<file path="src/rtl/wrb_pkg.sv">
package wrb_pkg;

  typedef enum logic [2:0] {
    OP_NONE          = 3'd0,
    OP_RD_WIPER      = 3'd1,
    OP_WR_WIPER      = 3'd2,
    OP_RD_SLOT       = 3'd3,
    OP_WR_SLOT       = 3'd4,
    OP_SLOT_TO_WIPER = 3'd5,
    OP_WIPER_TO_SLOT = 3'd6,
    OP_STEP          = 3'd7
  } wrb_op_e;

  // Requests that end in a stored slot change
  function automatic logic changes_slot(input wrb_op_e o);
    return (o == OP_WR_SLOT) || (o == OP_WIPER_TO_SLOT);
  endfunction

endpackage

</file>
<file path="src/rtl/wrb_store_seq.sv">
module wrb_store_seq #(
  parameter int  STORE_CYCLES = 500000,
  localparam int CNT_W = $clog2(STORE_CYCLES + 1),
  localparam int RUN_W = CNT_W + 1
) (
  input  logic clk,
  input  logic rst_n,
  input  logic cs_n,
  input  logic arm,
  output logic commit,
  output logic busy
);

  logic             cs_q;
  logic             armed_q, armed_d;
  logic             busy_d;
  logic [CNT_W-1:0] cnt_q, cnt_d;

  always_comb begin
    commit  = cs_n & ~cs_q & armed_q;
    armed_d = armed_q;
    if (commit)   armed_d = 1'b0;
    else if (arm) armed_d = 1'b1;
    busy_d = busy;
    cnt_d  = cnt_q;
    if (commit) begin
      busy_d = 1'b1;
      cnt_d  = CNT_W'(STORE_CYCLES - 1);
    end else if (busy) begin
      if (cnt_q == '0) busy_d = 1'b0;
      else             cnt_d  = cnt_q - 1'b1;
    end
  end

  always_ff @(posedge clk or negedge rst_n) begin
    if (!rst_n) begin
      cs_q    <= 1'b1;
      armed_q <= 1'b0;
      busy    <= 1'b0;
      cnt_q   <= '0;
    end else begin
      cs_q    <= cs_n;
      armed_q <= armed_d;
      busy    <= busy_d;
      cnt_q   <= cnt_d;
    end
  end

  // Checker: length of the current busy run
  logic [RUN_W-1:0] busy_run;
  always_ff @(posedge clk or negedge rst_n) begin
    if (!rst_n)    busy_run <= '0;
    else if (busy) busy_run <= busy_run + 1'b1;
    else           busy_run <= '0;
  end

  AST_BUSY_BOUND: assert property (@(posedge clk) disable iff (!rst_n)
    busy |-> (busy_run < RUN_W'(STORE_CYCLES)));
  AST_BUSY_FULL: assert property (@(posedge clk) disable iff (!rst_n)
    $fell(busy) |-> ($past(busy_run) == RUN_W'(STORE_CYCLES - 1)));
  AST_BUSY_ON_RELEASE: assert property (@(posedge clk) disable iff (!rst_n)
    $rose(busy) |-> ($past(cs_n) && !$past(cs_n, 2)));
  AST_NO_ARM_WHILE_BUSY: assert property (@(posedge clk) disable iff (!rst_n)
    busy |-> !armed_q);

endmodule

</file>
<file path="src/rtl/wrb_channel.sv">
module wrb_channel #(
  parameter int  W     = 8,
  parameter int  SLOTS = 4,
  localparam int SL_W  = (SLOTS > 1) ? $clog2(SLOTS) : 1
) (
  input  logic               clk,
  input  logic               rst_n,
  input  logic               boot,
  input  logic               ld_wiper,
  input  logic [W-1:0]       ld_val,
  input  logic               step_en,
  input  logic               step_up,
  input  logic               slot_we,
  input  logic [SL_W-1:0]    slot_idx,
  input  logic [W-1:0]       slot_val,
  output logic [W-1:0]       wiper,
  output logic [SLOTS*W-1:0] slots
);

  logic [W-1:0]       wiper_d;
  logic [SLOTS*W-1:0] slot_q, slot_d;

  always_comb begin
    wiper_d = wiper;
    if (boot)          wiper_d = slot_q[W-1:0];
    else if (ld_wiper) wiper_d = ld_val;
    else if (step_en) begin
      if (step_up) begin
        if (wiper != '1) wiper_d = wiper + 1'b1;
      end else begin
        if (wiper != '0) wiper_d = wiper - 1'b1;
      end
    end
    slot_d = slot_q;
    slot_d[slot_idx*W +: W] = slot_val;
  end

  always_ff @(posedge clk or negedge rst_n) begin
    if (!rst_n) wiper <= '0;
    else        wiper <= wiper_d;
  end

  // Stored slots model retained cells: no reset
  always_ff @(posedge clk) begin
    if (slot_we) slot_q <= slot_d;
  end

  assign slots = slot_q;

  AST_BOOT_RECALL: assert property (@(posedge clk) disable iff (!rst_n)
    boot |=> (wiper == $past(slot_q[W-1:0])));
  AST_STEP_UP_ONE: assert property (@(posedge clk) disable iff (!rst_n)
    (step_en && step_up && !boot && !ld_wiper && wiper != '1) |=> (wiper == $past(wiper) + 1'b1));
  AST_STEP_CEIL: assert property (@(posedge clk) disable iff (!rst_n)
    (step_en && step_up && !boot && !ld_wiper && wiper == '1) |=> (wiper == '1));
  AST_STEP_FLOOR: assert property (@(posedge clk) disable iff (!rst_n)
    (step_en && !step_up && !boot && !ld_wiper && wiper == '0) |=> (wiper == '0));

endmodule

</file>
<file path="src/rtl/wrb_tap_decode.sv">
module wrb_tap_decode #(
  parameter int  W    = 8,
  localparam int TAPS = 1 << W
) (
  input  logic [W-1:0]    code,
  output logic [TAPS-1:0] taps
);

  for (genvar i = 0; i < TAPS; i++) begin : g_tap
    assign taps[i] = (code == W'(i));
  end

endmodule

</file>
<file path="src/rtl/wiper_reg_bank.sv">
module wiper_reg_bank
  import wrb_pkg::*;
#(
  parameter int  CHANS        = 4,
  parameter int  W            = 8,
  parameter int  SLOTS        = 4,
  parameter int  STORE_CYCLES = 500000,
  localparam int CH_W = (CHANS > 1) ? $clog2(CHANS) : 1,
  localparam int SL_W = (SLOTS > 1) ? $clog2(SLOTS) : 1,
  localparam int TAPS = 1 << W
) (
  input  logic                  clk,
  input  logic                  rst_n,
  input  logic                  cs_n,
  input  logic                  wp_n,
  input  logic                  req_valid,
  input  logic [2:0]            req_op,
  input  logic                  req_all,
  input  logic [CH_W-1:0]       req_chan,
  input  logic [SL_W-1:0]       req_reg,
  input  logic [W-1:0]          req_data,
  output logic                  rd_valid,
  output logic [W-1:0]          rd_data,
  output logic                  wip,
  output logic [CHANS*W-1:0]    wiper,
  output logic [CHANS*TAPS-1:0] tap_sel
);

  // Reset: asserted asynchronously, released on the clock
  logic [1:0] rst_pipe;
  logic       rst_s;
  always_ff @(posedge clk or negedge rst_n) begin
    if (!rst_n) rst_pipe <= '0;
    else        rst_pipe <= {rst_pipe[0], 1'b1};
  end
  assign rst_s = rst_pipe[1];

  logic boot_q;
  always_ff @(posedge clk or negedge rst_s) begin
    if (!rst_s) boot_q <= 1'b1;
    else        boot_q <= 1'b0;
  end

  wrb_op_e            op;
  logic               go, arm, commit, busy, step_up;
  logic [CHANS-1:0]   chan_hit, ld_wiper, step_en, slot_we;
  logic [W-1:0]       ld_val     [CHANS];
  logic [W-1:0]       wiper_w    [CHANS];
  logic [SLOTS*W-1:0] slot_w     [CHANS];
  logic [CHANS-1:0]   pend_mask_q, pend_mask_d;
  logic [SL_W-1:0]    pend_idx_q;
  logic [W-1:0]       pend_val_q [CHANS];
  logic [W-1:0]       pend_val_d [CHANS];
  logic               rd_go;
  logic [W-1:0]       rd_pick;

  always_comb begin
    op          = wrb_op_e'(req_op);
    go          = req_valid & ~boot_q;
    step_up     = req_data[0];
    arm         = go & changes_slot(op) & wp_n & ~busy;
    pend_mask_d = pend_mask_q;
    for (int c = 0; c < CHANS; c++) begin
      ld_wiper[c]   = go & (((op == OP_WR_WIPER) & chan_hit[c]) |
                            ((op == OP_SLOT_TO_WIPER) & (req_all | chan_hit[c])));
      ld_val[c]     = (op == OP_WR_WIPER) ? req_data : slot_w[c][req_reg*W +: W];
      step_en[c]    = go & (op == OP_STEP) & chan_hit[c];
      slot_we[c]    = commit & pend_mask_q[c];
      pend_val_d[c] = (op == OP_WR_SLOT) ? req_data : wiper_w[c];
      if (arm) pend_mask_d[c] = (op == OP_WR_SLOT) ? chan_hit[c] : (req_all | chan_hit[c]);
    end
    rd_go   = go & ((op == OP_RD_WIPER) | (op == OP_RD_SLOT));
    rd_pick = (op == OP_RD_WIPER) ? wiper_w[req_chan] : slot_w[req_chan][req_reg*W +: W];
  end

  always_ff @(posedge clk or negedge rst_s) begin
    if (!rst_s) begin
      pend_mask_q <= '0;
      rd_valid    <= 1'b0;
    end else begin
      pend_mask_q <= pend_mask_d;
      rd_valid    <= rd_go;
    end
  end

  always_ff @(posedge clk) begin
    if (arm) begin
      pend_idx_q <= req_reg;
      for (int c = 0; c < CHANS; c++) pend_val_q[c] <= pend_val_d[c];
    end
    if (rd_go) rd_data <= rd_pick;
  end

  wrb_store_seq #(.STORE_CYCLES(STORE_CYCLES)) u_store (
    .clk    (clk),
    .rst_n  (rst_s),
    .cs_n   (cs_n),
    .arm    (arm),
    .commit (commit),
    .busy   (busy)
  );
  assign wip = busy;

  for (genvar c = 0; c < CHANS; c++) begin : g_ch
    assign chan_hit[c] = (req_chan == CH_W'(c));

    wrb_channel #(.W(W), .SLOTS(SLOTS)) u_ch (
      .clk      (clk),
      .rst_n    (rst_s),
      .boot     (boot_q),
      .ld_wiper (ld_wiper[c]),
      .ld_val   (ld_val[c]),
      .step_en  (step_en[c]),
      .step_up  (step_up),
      .slot_we  (slot_we[c]),
      .slot_idx (pend_idx_q),
      .slot_val (pend_val_q[c]),
      .wiper    (wiper_w[c]),
      .slots    (slot_w[c])
    );

    wrb_tap_decode #(.W(W)) u_dec (
      .code (wiper_w[c]),
      .taps (tap_sel[c*TAPS +: TAPS])
    );

    assign wiper[c*W +: W] = wiper_w[c];

    AST_TAP_ONEHOT: assert property (@(posedge clk) disable iff (!rst_s)
      $onehot(tap_sel[c*TAPS +: TAPS]));
    AST_COPY_ONE: assert property (@(posedge clk) disable iff (!rst_s)
      (go && op == OP_SLOT_TO_WIPER && !req_all && chan_hit[c]) |=>
        (wiper_w[c] == $past(slot_w[c][req_reg*W +: W])));
    AST_COPY_ALL: assert property (@(posedge clk) disable iff (!rst_s)
      (go && op == OP_SLOT_TO_WIPER && req_all) |=>
        (wiper_w[c] == $past(slot_w[c][req_reg*W +: W])));
    AST_STORE_AT_RELEASE: assert property (@(posedge clk) disable iff (!rst_s)
      slot_we[c] |-> (cs_n && !$past(cs_n)));
  end

  AST_READ_LATENCY: assert property (@(posedge clk) disable iff (!rst_s)
    rd_valid |-> $past(req_valid));
  AST_WP_GUARD: assert property (@(posedge clk) disable iff (!rst_s)
    (go && changes_slot(op) && !wp_n) |=> $stable(pend_mask_q));
  AST_BUSY_GUARD: assert property (@(posedge clk) disable iff (!rst_s)
    (go && changes_slot(op) && busy) |=> $stable(pend_mask_q));

endmodule

</file>
<file path="config.mk">
export PLATFORM = sky130hd
export DESIGN_NAME = wiper_reg_bank
export DESIGN_NICKNAME = d
export VERILOG_FILES = /design/src/rtl/wrb_pkg.sv /design/src/rtl/wrb_store_seq.sv /design/src/rtl/wrb_channel.sv /design/src/rtl/wrb_tap_decode.sv /design/src/rtl/wiper_reg_bank.sv
export SDC_FILE = /design/constraint.sdc
export NUM_CORES = 1
export LEC_CHECK = 0
export ABC_AREA = 0
export ABC_CLOCK_PERIOD_IN_PS = 6200
export BUFFER_PORTS_ARGS = -buffer_cell sky130_fd_sc_hd__buf_2
export CAP_MARGIN = 20
export CORE_AREA = 2 2 426 428
export DETAILED_ROUTE_END_ITERATION = 8
export DIE_AREA = 0 0 428 430
export GPL_ROUTABILITY_DRIVEN = 0
export MAX_ROUTING_LAYER = met4
export PLACE_DENSITY = 0.34
export SYNTH_ARGS = -nofsm -noshare
export SYNTH_HDL_FRONTEND = slang
export SYNTH_SLANG_ARGS = --single-unit
</file>
<file path="constraint.sdc">
create_clock -name clk -period 6.2 [get_ports clk]
set_clock_uncertainty 0.1 [all_clocks]
set_input_delay 0.31 -clock clk [delete_from_list [all_inputs] [get_ports clk]]
set_output_delay 0.31 -clock clk [all_outputs]
set_load 0.02 [all_outputs]
</file>
==> After elaboration in Yosys (flattened, before gate mapping) <==
Memory sizes are Yosys's and may differ from the RTL's.
Cells that the tools add are included.
{ "classes": {"n_addsub": 10, "order_cmp": 1, "n_eq_ne": 1039, "n_shift": 10, "muxes": 57, "bitwise": 41, "reduce_logical": 26} }
{ "op_table": {"columns": ["operator", "count"], "rows": [
  ["8-bit == test (second input constant)", 512],
  ["8-bit by 7-bit == test with 1-bit output (second input constant)", 256],
  ["8-bit by 6-bit == test with 1-bit output (second input constant)", 128],
  ["8-bit by 5-bit == test with 1-bit output (second input constant)", 64],
  ["8-bit 2-to-1 mux", 35],
  ["8-bit by 4-bit == test with 1-bit output (second input constant)", 32],
  ["32-bit by 6-bit indexed part select with 8-bit output", 5],
  ["8-bit by 34-bit indexed part select with 32-bit output", 4],
  ["32-bit bitwise mux", 4],
  ["8-bit by 3-bit == test with 1-bit output (second input constant)", 16],
  ["32-bit binary-select mux with 2-bit select", 1],
  ["8-bit by 2-bit == test with 1-bit output (second input constant)", 8],
  ["32-bit 2-to-1 mux", 2],
  ["19-bit 2-to-1 mux", 3],
  ["5-bit negator with 34-bit output", 1],
  ["8-bit by 34-bit variable shift with 32-bit output (first input constant)", 1],
  ["8-bit by 1-bit adder with 8-bit output (second input constant)", 4],
  ["8-bit by 1-bit == test with 1-bit output (second input constant)", 4],
  ["8-bit logical NOT", 4],
  ["8-bit != test (second input constant)", 4],
  ["8-bit nonzero test", 4],
  ["8-bit by 1-bit subtractor with 8-bit output (second input constant)", 4],
  ["1-bit bitwise AND", 28],
  ["19-bit logical NOT", 1],
  ["21 further kinds", 59]
]} }
{ "word_totals": {"regBits": 200, "ram_bits": 32, "input_bits": 21, "output_inout_bits": 1066, "elab_cells": 1203, "n_memories": 1} }
{ "mem_list": {"columns": ["memory", "words", "width", "rd", "rd_clocked_by_memory_dff", "wr", "line_no", "rtl"], "rows": [
  ["pend_val_q", 4, 8, 4, 0, 4, "wiper_reg_bank.sv:52", "logic [W-1:0] pend_val_q [CHANS];"]
]} }

==> Logic depth before layout (Yosys ltp) <==
Gate-level depths: netlist of run 1.
{ "depth": {"depth_word": 7, "depth_mapped": 9, "ltp_nobuf": 7} }

==> By module <==
A second synthesis of run 1 with hierarchy kept.
{ "unflattened": {"cells_unflattened": 2619, "area_unflattened_um2": 20952.6} }
{ "modules_own_cells": {"columns": ["mod", "n_inst", "cells_each", "area_per_inst_um2", "seq_area_each_um2"], "rows": [
  ["wrb_tap_decode", 4, 350, 1699.1, 0.0],
  ["wiper_reg_bank", 1, 398, 4455.5, 1462.7],
  ["wrb_channel at g_ch[1].u_ch ...", 2, 172, 2115.8, 1161.1],
  ["wrb_channel at g_ch[0].u_ch", 1, 183, 2154.6, 1161.1],
  ["wrb_channel at g_ch[3].u_ch", 1, 179, 2132.0, 1161.1],
  ["wrb_store_seq", 1, 115, 1182.4, 551.8]
]} }

==> Least setup slack after synthesis of run 1 <==
No wires, ideal clock.
{ "synth_path": {"path_kind": "reg2reg", "from": "reg boot_q", "to": "reg pend_mask_q[2]", "setup_time_ns": 0.135, "arrival_time_ns": 3.618, "required_time_ns": 5.965, "setup_slack_ns": 2.347, "path_stages_with_launch": 7, "path_buffers": 2, "synth_period_minus_slack_ns": 3.853, "cell_sequence": "dfstp_2 -> clkbuf_1 -> nand2b_1 -> buf_2 -> nor4b_2 -> a21boi_0 -> a21oi_1"} }
{ "synth_between": {"elab_chain_len": 5} }
{ "synth_rtl": {"columns": ["item", "line_no", "rtl"], "rows": [
  ["start: declaration", "wiper_reg_bank.sv:38", "logic boot_q;"],
  ["start signal: assignment", "wiper_reg_bank.sv:40", "if (!rst_s) boot_q <= 1'b1;"],
  ["start signal: assignment", "wiper_reg_bank.sv:41", "else boot_q <= 1'b0;"],
  ["1-bit inverter", "wiper_reg_bank.sv:59", "go = req_valid & ~boot_q;"],
  ["1-bit bitwise AND", "wiper_reg_bank.sv:59", null],
  ["1-bit bitwise AND (3 in series)", "wiper_reg_bank.sv:61", "arm = go & changes_slot(op) & wp_n & ~busy;"],
  ["via arm", "wiper_reg_bank.sv:45", "logic go, arm, commit, busy, step_up;"],
  ["end signal: assignment", "wiper_reg_bank.sv:81", "pend_mask_q <= pend_mask_d;"],
  ["end: declaration", "wiper_reg_bank.sv:50", "logic [CHANS-1:0] pend_mask_q, pend_mask_d;"]
]} }
The timed path passes the listed nets, and every way through them passes these cells.
A chain may end at the register's enable or synchronous reset.

==> Final worst setup path of run 1 <==
{ "layout_path": {"from": "reg g_ch[2].u_ch.wiper[5]", "to": "out tap_sel[751]"} }
{ "layout_between": {"elab_chain_len": 1} }
{ "layout_rtl": {"columns": ["item", "line_no", "rtl"], "rows": [
  ["start: declaration", "wrb_channel.sv:16", "output logic [W-1:0] wiper,"],
  ["start signal: assignment", "wrb_channel.sv:40", "else wiper <= wiper_d;"],
  ["8-bit == test", "wrb_tap_decode.sv:10", "assign taps[i] = (code == W'(i));"],
  ["end: declaration", "wiper_reg_bank.sv:26", "output logic [CHANS*TAPS-1:0] tap_sel"]
]} }
No other way between the ends.

==> results of run 1 <==
## cells in the mapped netlist, types with 5 or more instances
master	n	area share
a21oi_1	42	0.011
nand3_1	43	0.012
mux2i_1	7	0.0038
xnor2_1	12	0.0057
ha_1	25	0.017
clkbuf_1	197	0.040
nor2_1	1095	0.22
or3_1	19	0.0065
mux4_2	80	0.098
nand4_1	6	0.0020
a21o_1	33	0.014
a211oi_1	10	0.0041
o21ai_0	25	0.0068
and2_1	141	0.048
or4_1	8	0.0033
and3_1	20	0.0068
nor4_1	12	0.0041
buf_1	6	0.0012
xor2_1	6	0.0029
a311oi_1	9	0.0043
o22a_1	5	0.0024
buf_2	23	0.0063
nor2b_1	19	0.0065
mux2_2	11	0.0068
nand2_1	133	0.027
o31ai_1	14	0.0057
nor3b_1	7	0.0029
or3b_2	5	0.0024
a221o_1	7	0.0038
nor3_1	28	0.0076
nand2b_1	7	0.0024
inv_1	26	0.0053
or2_2	7	0.0024
dfrtp_1	60	0.082
edfxtp_1	170	0.28
a31oi_1	8	0.0027
## cells by family (layout without fill, tap and decap cells)
family                   count (synthesis)  in the layout
other                                    2              5
flip-flops                             232            232
buffers and inverters                  254           1212
multiplexers                            98             98
AO/OA/AOI/OAI                          198            198
adder cells (fa/ha/maj)                 25             25
XOR/XNOR                                18             18
AND/OR/NAND/NOR                       1570           1570
## how the worst min path moves through the flow
| stage | startpoint | endpoint | slack [ps] | cells after the start |
|---|---|---|---|---|
| floorplan | rst_n | rst_pipe[0] | -90 | 0 |
| global placement | rst_n | rst_pipe[0] | -0.3 | 1 |
| detailed placement | rst_n | rst_pipe[0] | 0.5 | 1 |
| CTS | req_all | pend_mask_q[1] | 160 | 3 |
| global route | req_all | pend_mask_q[1] | 200 | 3 |
| finish | req_all | pend_mask_q[1] | 170 | 3 |
## placed cells by master, fill, tap and decap left out, types with 6 or more instances in the layout
cell type  netlist  routed
a31oi_1          8       8
nor4_1          12      12
xnor2_1         12      12
or2_2            7       7
a311oi_1         9       9
nor3_1          28      27
mux2i_1          7       7
nand3_1         43      43
buf_2           23    1085
nor2_1        1095    1095
inv_1           26      26
buf_4            0      38
nand2b_1         7       7
dfrtp_1         60      59
clkinv_1         1       7
ha_1            25      25
or4_1            8       8
and2_1         141     141
a221o_1          7       7
a21oi_1         42      42
clkbuf_1       197      10
o21ai_0         25      25
mux2_2          11      11
a211oi_1        10      10
nand2_1        133     133
clkbuf_16        0      29
and3_1          20      20
mux4_2          80      80
o31ai_1         14      14
xor2_1           6       6
or3b_2           5       6
nor2b_1         19      19
or3_1           19      19
nand4_1          6       6
edfxtp_1       170     170
a21o_1          33      33
## critical path, stage by stage (launching register included)
cell	delay [ps]
dfrtp_1	650
nor2b_1	400
nand3_1	810
nor2_1	480
buf_2	240
## registers in the layout, summed over array words and instances, names as in the netlist
name             cells
u_store.cnt_q       19
rd_data              8
pend_val_q          32
pend_idx_q           2
g_ch.u_ch.slots    128
pend_mask_q          4
g_ch.u_ch.wiper     32
u_store.cs_q         1
u_store.armed_q      1
boot_q               1
u_store.busy         1
rst_pipe             2
rd_valid             1
## metal layers
metal	GRT usage	vias to the layer above	wire length [um]
met5	-	-	0
met4	0.03250	0	3061
met3	0.03599	148	10360
met2	0.2393	974	67140
met1	0.1604	11240	52540
li1	-	9853	-
## repair_timing
item	in CTS	in global routing
setup buffers	0	0
hold buffers	3	0
endpoints found under the hold margin	3	0
## layout make-up
class,count,area share
Multi-Input combinational cell,1911,0.3957
Sequential cell,232,0.2448
Timing Repair Buffer,1131,0.2149
Tap cell,2370,0.1090
Clock buffer,42,0.02957
Inverter,27,0.003725
Clock inverter,12,0.002070
Antenna cell,3,0.0002759
## power by group through the flow
stage	Clock [W]	Combinational, W	Sequential [W]
global route	0.00173	0.00141	0.00190
global placement	0	0.00131	0.00191
finish	0.00163	0.00131	0.00188
detailed placement	0	0.00131	0.00191
floorplan	0	0.000750	0.00186
CTS	0.00167	0.00132	0.00188
## metrics by stage
step | util | hold WS, ps | power [W]
3_5_place_dp | 0.1459 | 0.4824 | 0.003221
4_1_cts | 0.1509 | 156.8 | 0.004870
5_1_grt | 0.1513 | 197.0 | 0.005037
6_report | 0.1513 | 168.4 | 0.004813
2_1_floorplan | - | -85.59 | 0.002614
3_3_place_gp | 0.1458 | -0.2746 | 0.003223
==> results.txt, run 1 <==
status: finished clean
r2r endpoint: g_ch[2].u_ch.wiper[1]
worst vdd ir: 0.1477 mV
Setup-failing EPs final: 0
layout cells sized above 1: 0.3869
register bit count reported by yosys: 232
Leakage: 12.19 nW
Starting Density: 0.1021
Placed Instances: 5664
Root Buffer: clkbuf_16
clk sinks: 232
Tmin final: 3584 ps
initial antenna violation count: 9
startpoint types: flop
remaining antenna violation count: 0
Clk Latency, worst-skew pair: 600 ps
DRT Pass-1 Iters: 5
TritonCTS clock tree: done
Setup WS pre-CTS: 2776 ps
syn_area_per_cell: 7.655 sq um
RSZ-0062 raised after global routing: no
Setup TNS: 0 ps
Max Clk Rate: 279.0 MHz
final wirelength: 133100 um
Setup Crit Path Kind: flop to output port
vias in the first global route: 20506
synthesized instance count: 2397
number of synthesized flops with an enable pin: 170
total of max-cap violations: 0
FF+latch area: 6660 sq um
worst slew slack as a fraction of its limit: 0.2172
CP Max Fanout: 16
Multi-input gate area: 10770 sq um
Synth Area in Adders: 0.01705
placed instance area: 26240 sq um
height of the die: 430 um
Critical Path AT: 3170 ps
Final Cycle Share: 0.5780
Post-Syn Nets: 2443
post-synthesis simple-gate area fraction: 0.3691
site row count: 156
register share of total power: 0.391
largest net degree at the start of global routing: 42
IO buf count: 1086
Final Hold Vio Count: 0
end of the critical path: tap_sel[751]
area of the mapped netlist: 18350 sq um
Critical Path Start: g_ch[2].u_ch.wiper[5]
Critical Path Sink Type: output port
wire per inst: 23.24 um
first-pass GRT wire length: 177800 um
Req. time, crit path: 5790 ps
largest family of logic cells by synthesized area: simple AND/OR/NAND/NOR gates
worst-case clock buffer depth: 3
ys async rst share: 0.2672
setup ws final: 2616 ps
DP HPWL: 103200 um
switch share: 0.3860
XOR/XNOR Fraction of Synth Area: 0.008592
number of vias per cell: 3.878
GRT overflow: 0
DR iter-0 viols: 1790
CTS clk-pin slew, worst paths: 70 ps
internal power: 0.002955 W
cts bufs inserted: 29
Ys Warns: 0
internal reg-to-reg setup slack: 2860 ps
Clock H-tree levels: 1
Layout Area Growth over Synthesis: 48.27%
Pwr Density: 176.9 nW/um^2
library cells used by synthesis: 78
# DRC: 0
die width: 428 um
clock network fraction of total power: 0.338
Post-Layout Cell Count: 5728
mux contribution to synthesized area: 0.1088
Top FF cell, synth: edfxtp_1
worst hold path type: primary input to flop
Comb power frac: 0.271
Psw: 0.001858 W
Slew Viols, Final: 0
Fill cells: 20724
routed via count: 22215
FF-to-FF Start: g_ch[2].u_ch.wiper[1]
FF-to-FF path depth: 5
GRT Total Usage: 0.1388
I/O pin count: 1087
fin area: 27210 sq um
post-cts gate resize count: 0
share of the yosys chip area belonging to registers: 0.3629
compound-cell area share of the yosys netlist: 0.07924
Nets: 3378
Least-Margin Pin Slew: 1171 ps
die area: 184000 sq um
Core ar.: 179800 sq um
No activity file was read; power rests on OpenSTA's default activity.
==> inputs of run 2 (changes only) <==
Settings changed: ABC_CLOCK_PERIOD_IN_PS 6200 to 3710.
Clock period 6.2 ns to 3.71 ns, I/O delays scaled along.
==> results.txt, run 2 (same netlist as run 1, synthesis figures left out) <==
status: finished clean (unchanged)
number of vias per cell: 3.837 (was 3.878)
Clock H-tree levels: 1 (unchanged)
# DRC: 0 (unchanged)
Root Buffer: clkbuf_16 (unchanged)
Core ar.: 179800 sq um (unchanged)
die width: 428 um (unchanged)
Starting Density: 0.1021 (unchanged)
Critical Path AT: 3060 ps (was 3170 ps)
WHS: 48.32 ps (was 168.4 ps)
layout cells sized above 1: 0.3956 (was 0.3869)
startpoint types: flop (unchanged)
GRT Total Usage: 0.1361 (was 0.1388)
Largest stage delay, worst path: 810 ps (about the same)
TritonCTS clock tree: done (unchanged)
Clk Latency, worst-skew pair: 610 ps (was 600 ps)
Final Hold Vio Count: 0 (unchanged)
DRT Pass-1 Iters: 5 (unchanged)
Fill cells: 20681 (was 20724)
Critical Path Sink Type: output port (unchanged)
DR iter-0 viols: 2018 (was 1790)
die area: 184000 sq um (unchanged)
Setup TNS: 0 ps (unchanged)
fin area: 27690 sq um (was 27210 sq um)
worst-case clock buffer depth: 3 (unchanged)
most frequent cells in the layout: 1095 x nor2_1, 1085 x buf_2, 170 x edfxtp_1, 141 x and2_1, 133 x nand2_1 (unchanged)
largest net degree at the start of global routing: 65 (was 42)
final core utilization: 0.1540 (was 0.1513)
most used cell, CP: nor2_1
worst slew slack as a fraction of its limit: 0.2395 (was 0.2172)
Tmin final: 3342 ps
CP Max Fanout: 16 (unchanged)
Req. time, crit path: 3420 ps (was 5790 ps)
total of max-cap violations: 0 (unchanged)
Pwr Density: 297.9 nW/um^2 (was 176.9 nW/um^2)
Nets: 3427 (was 3378)
CTS clk-pin slew, worst paths: 60 ps (was 70 ps)
clk sinks: 232 (unchanged)
slowest CP cell: dfrtp_1 (was nand3_1)
Leakage: 12.44 nW (was 12.19 nW)
most common cell after layout, fill and taps aside: nor2_1 (unchanged)
first-pass GRT wire length: 174900 um (was 177800 um)
Max Clk Rate: 299.2 MHz
IO buf count: 1086 (unchanged)
final wirelength: 130600 um (was 133100 um)
Setup Crit Path Kind: flop to output port (unchanged)
cells along the critical path: inv_1, nor2_1, nand2_1, nor2_1, buf_2 (was nor2b_1, nand3_1, nor2_1, buf_2)
wire per inst: 22.58 um (was 23.24 um)
FF+latch area: 6660 sq um (unchanged)
worst vdd ir: 0.3137 mV (was 0.1477 mV)
initial antenna violation count: 12 (was 9)
worst hold path type: primary input to flop (unchanged)
Setup-failing EPs final: 0 (unchanged)
cts bufs inserted: 30 (was 29)
height of the die: 430 um (unchanged)
GRT overflow: 0 (unchanged)
Layout Area Growth over Synthesis: 50.88% (was 48.27%)
Slew Viols, Final: 0 (unchanged)
Pwr Total: 0.008247 W (was 0.004813 W)
Multi-input gate area: 10770 sq um (about the same)
placed instance area: 26680 sq um (was 26240 sq um)
DP HPWL: 102500 um (was 103200 um)
max reg flops: 128 (unchanged)
remaining antenna violation count: 0 (unchanged)
vias in the first global route: 20699 (was 20506)
routed via count: 22195 (was 22215)
Least-Margin Pin Slew: 1138 ps (was 1171 ps)
site row count: 156 (unchanged)
I/O pin count: 1087 (unchanged)
RSZ-0062 raised after global routing: no (unchanged)
Final Cycle Share: 0.9009
[run 2: path summary, 6_finish.rpt]
path / from / to / slack (ps) / cells past startpoint
max in group asynchronous: rst_pipe[1] / boot_q / 2400 / 1
min reg2reg: rst_pipe[1] / u_store.cnt_q[12] / 220 / 0
min in group asynchronous: rst_pipe[1] / u_store.cnt_q[12] / 220 / 0
max reg2reg: g_ch[1].u_ch.wiper[0] / g_ch[1].u_ch.wiper[3] / 810 / 8
min: req_reg[1] / pend_idx_q[1] / 50 / 2
max: g_ch[2].u_ch.wiper[2] / tap_sel[710] / 370 / 5
[run 2: power by group]
| part | total (W) | switching (W) | internal (W) | leakage, nW |
|---|---|---|---|---|
| Combinational | 0.00233 | 0.00172 | 0.000609 | 9.68 |
| Clock | 0.00286 | 0.00127 | 0.00159 | 0.453 |
| Sequential | 0.00305 | 0.000163 | 0.00289 | 2.31 |
[run 2: area by class of cell]
cell class / count / share of cell area
antenna: 9 / 0.0008135
clock buffer: 48 / 0.03100
clock inverter: 8 / 0.002712
inverter: 27 / 0.003661
multi-input combinational: 1911 / 0.3891
sequential: 232 / 0.2406
tap: 2370 / 0.1071
timing repair buffer: 1179 / 0.2251
[run 2: timing repair]
action | CTS | global route
endpoints found under the hold margin | 8 | 0
hold buffers | 5 | 0
endpoints found under the setup margin | 0 | 0
buffers inserted | 0 | 0
gates resized for setup | 0 | 0
[run 2: per-layer routing]
| layer | track usage | wire (um) | vias up |
|---|---|---|---|
| met3 | 0.03137 | 9079 | 181 |
| met1 | 0.1589 | 51960 | 11159 |
| met5 | - | 0 | - |
| met2 | 0.2338 | 65680 | 897 |
| met4 | 0.03604 | 3890 | 0 |
| li1 | - | - | 9958 |
[run 2: through the flow]
stage          setup WS (ps)  cells
3_3_place_gp           726.7   5713
6_report               367.6   5784
2_1_floorplan          732.9   2397
4_1_cts                270.2   5775
3_5_place_dp           737.8   5714
5_1_grt                163.8   5778
[run 2: critical path: cells and delay by family (launching register included)]
kind	cells	cell delay, ps
DFF	1	810
buffers and inverters	2	480
and+or+nand+nor	3	1110
==> inputs of run 3 (changes only) <==
Settings changed: CORE_AREA 2 2 426 428 to 2 2 419 421, DIE_AREA 0 0 428 430 to 0 0 421 423, HOLD_SLACK_MARGIN set to 0.08, SKIP_CTS_REPAIR_TIMING set to 1.
==> results.txt, run 3 (same netlist as run 1, synthesis figures left out) <==
status: finished clean (unchanged)
slowest CP cell: nand2_1 (was dfrtp_1)
Tmin final: 3357 ps (was 3342 ps)
die width: 421 um (was 428 um)
die area: 178100 sq um (was 184000 sq um)
site row count: 153 (was 156)
Setup-failing EPs final: 0 (unchanged)
Core ar.: 173200 sq um (was 179800 sq um)
largest net degree at the start of global routing: 46 (was 65)
vias in the first global route: 20830 (was 20699)
Final Hold Vio Count: 0 (unchanged)
Layout Area Growth over Synthesis: 51.33% (was 50.88%)
Setup Crit Path Kind: flop to output port (unchanged)
routed via count: 22131 (was 22195)
worst vdd ir: 0.3179 mV (was 0.3137 mV)
total of max-cap violations: 0 (unchanged)
# DRC: 0 (unchanged)
DR iter-0 viols: 1708 (was 2018)
GRT Total Usage: 0.1427 (was 0.1361)
WHS: 103.8 ps (was 48.32 ps)
final wirelength: 131600 um (was 130600 um)
Starting Density: 0.1059 (was 0.1021)
CP top delay family: simple AND/OR/NAND/NOR gates (unchanged)
Clk Latency, worst-skew pair: 610 ps (about the same)
CTS clk-pin slew, worst paths: 60 ps (about the same)
max reg flops: 128 (unchanged)
cells along the critical path: nor2_1, nand2_1, nor2_1, buf_2 (was inv_1, nor2_1, nand2_1, nor2_1, buf_2)
I/O pin count: 1087 (unchanged)
worst path bufs/invs: 1 (was 2)
most used cell, CP: nor2_1 (unchanged)
most common cell after layout, fill and taps aside: nor2_1 (unchanged)
TritonCTS clock tree: done (unchanged)
IO buf count: 1086 (unchanged)
Pwr Density: 306.1 nW/um^2 (was 297.9 nW/um^2)
Leakage: 12.54 nW (was 12.44 nW)
Slew Viols, Final: 0 (unchanged)
Clock H-tree levels: 1 (unchanged)
startpoint types: flop (unchanged)
Final Cycle Share: 0.9050 (was 0.9009)
worst hold path type: primary input to flop (unchanged)
worst slew slack as a fraction of its limit: 0.2560 (was 0.2395)
DRT Pass-1 Iters: 6 (was 5)
most frequent cells in the layout: 1095 x nor2_1, 1085 x buf_2, 170 x edfxtp_1, 141 x and2_1, 133 x nand2_1 (unchanged)
Critical Path Sink Type: output port (unchanged)
first-pass GRT wire length: 177900 um (was 174900 um)
number of vias per cell: 3.852 (was 3.837)
wire per inst: 22.90 um (was 22.58 um)
height of the die: 423 um (was 430 um)
Pwr Total: 0.008499 W (was 0.008247 W)
Least-Margin Pin Slew: 1113 ps (was 1138 ps)
CP Max Fanout: 16 (unchanged)
remaining antenna violation count: 0 (unchanged)
DP HPWL: 103700 um (was 102500 um)
clk sinks: 232 (unchanged)
worst-case clock buffer depth: 3 (unchanged)
Root Buffer: clkbuf_16 (unchanged)
Nets: 3437 (was 3427)
Largest stage delay, worst path: 750 ps (was 810 ps)
Max Clk Rate: 297.8 MHz (was 299.2 MHz)
initial antenna violation count: 12 (unchanged)
Setup TNS: 0 ps (unchanged)
GRT overflow: 0 (unchanged)
RSZ-0062 raised after global routing: no (unchanged)
layout cells sized above 1: 0.3988 (was 0.3956)
Critical Path AT: 3070 ps (was 3060 ps)
cts bufs inserted: 30 (unchanged)
Req. time, crit path: 3420 ps (about the same)
==> run 3: tightest hold or removal path, delay by kind of cell <==
family / cells / cell delay (ps)
AO/OA/AOI/OAI: 1 / 100
buffers and inverters: 1 / 200
AND/OR/NAND/NOR: 1 / 230
==> run 3: final cells by class <==
| class | instances | area, sq um |
|---|---|---|
| fill | 19829 | 145500 |
| multi-input combinational | 1911 | 10770 |
| sequential | 232 | 6660 |
| timing repair buffer | 1189 | 6279 |
| tap | 2325 | 2909 |
| clock buffer | 37 | 777.0 |
| clock inverter | 19 | 254.0 |
| inverter | 27 | 101.3 |
| antenna | 6 | 15.01 |
==> run 3: worst paths after layout <==
kind / slack [ps] / cells past startpoint / endpoint / start
setup / recovery: 350 / 4 / tap_sel[563] / g_ch[2].u_ch.wiper[2]
hold / removal: 100 / 3 / pend_mask_q[3] / req_chan[0]
setup reg to reg: 870 / 7 / g_ch[3].u_ch.wiper[7] / g_ch[3].u_ch.wiper[0]
hold reg to reg: 250 / 0 / rst_pipe[1] / rst_pipe[0]
max in group asynchronous: 2460 / 2 / g_ch[1].u_ch.wiper[2] / rst_pipe[1]
min in group asynchronous: 310 / 1 / pend_mask_q[0] / rst_pipe[1]
==> run 3: power breakdown <==
| group | switching [W] | leakage (nW) | internal, W | total, W |
|---|---|---|---|---|
| Combinational | 0.00173 | 9.72 | 0.000612 | 0.00234 |
| Clock | 0.00127 | 0.505 | 0.00184 | 0.00311 |
| Sequential | 0.000155 | 2.31 | 0.00289 | 0.00305 |
| Total | 0.00315 | 12.5 | 0.00534 | 0.00850 |
==> run 3: metrics by stage <==
stage | std cells | cell area, sq um | worst slack (ps) | util
CTS | 5733 | 27680 | 281.6 | 0.1598
global route | 5743 | 27760 | 101.4 | 0.1602
finish | 5746 | 27770 | 352.5 | 0.1603
global placement | 5677 | 26650 | 873.3 | 0.1538
detailed placement | 5677 | 26650 | 874.2 | 0.1538
floorplan | 2397 | 18360 | 732.9 | -
==> run 3: layer usage <==
| layer | share of wire | track usage | vias to the layer above | wire length (um) |
|---|---|---|---|---|
| met2 | 0.51 | 0.2470 | 869 | 66830 |
| met3 | 0.065 | 0.03075 | 145 | 8528 |
| li1 | - | - | 9976 | - |
| met5 | 0 | - | - | 0 |
| met1 | 0.40 | 0.1670 | 11141 | 52770 |
| met4 | 0.026 | 0.03519 | 0 | 3456 |
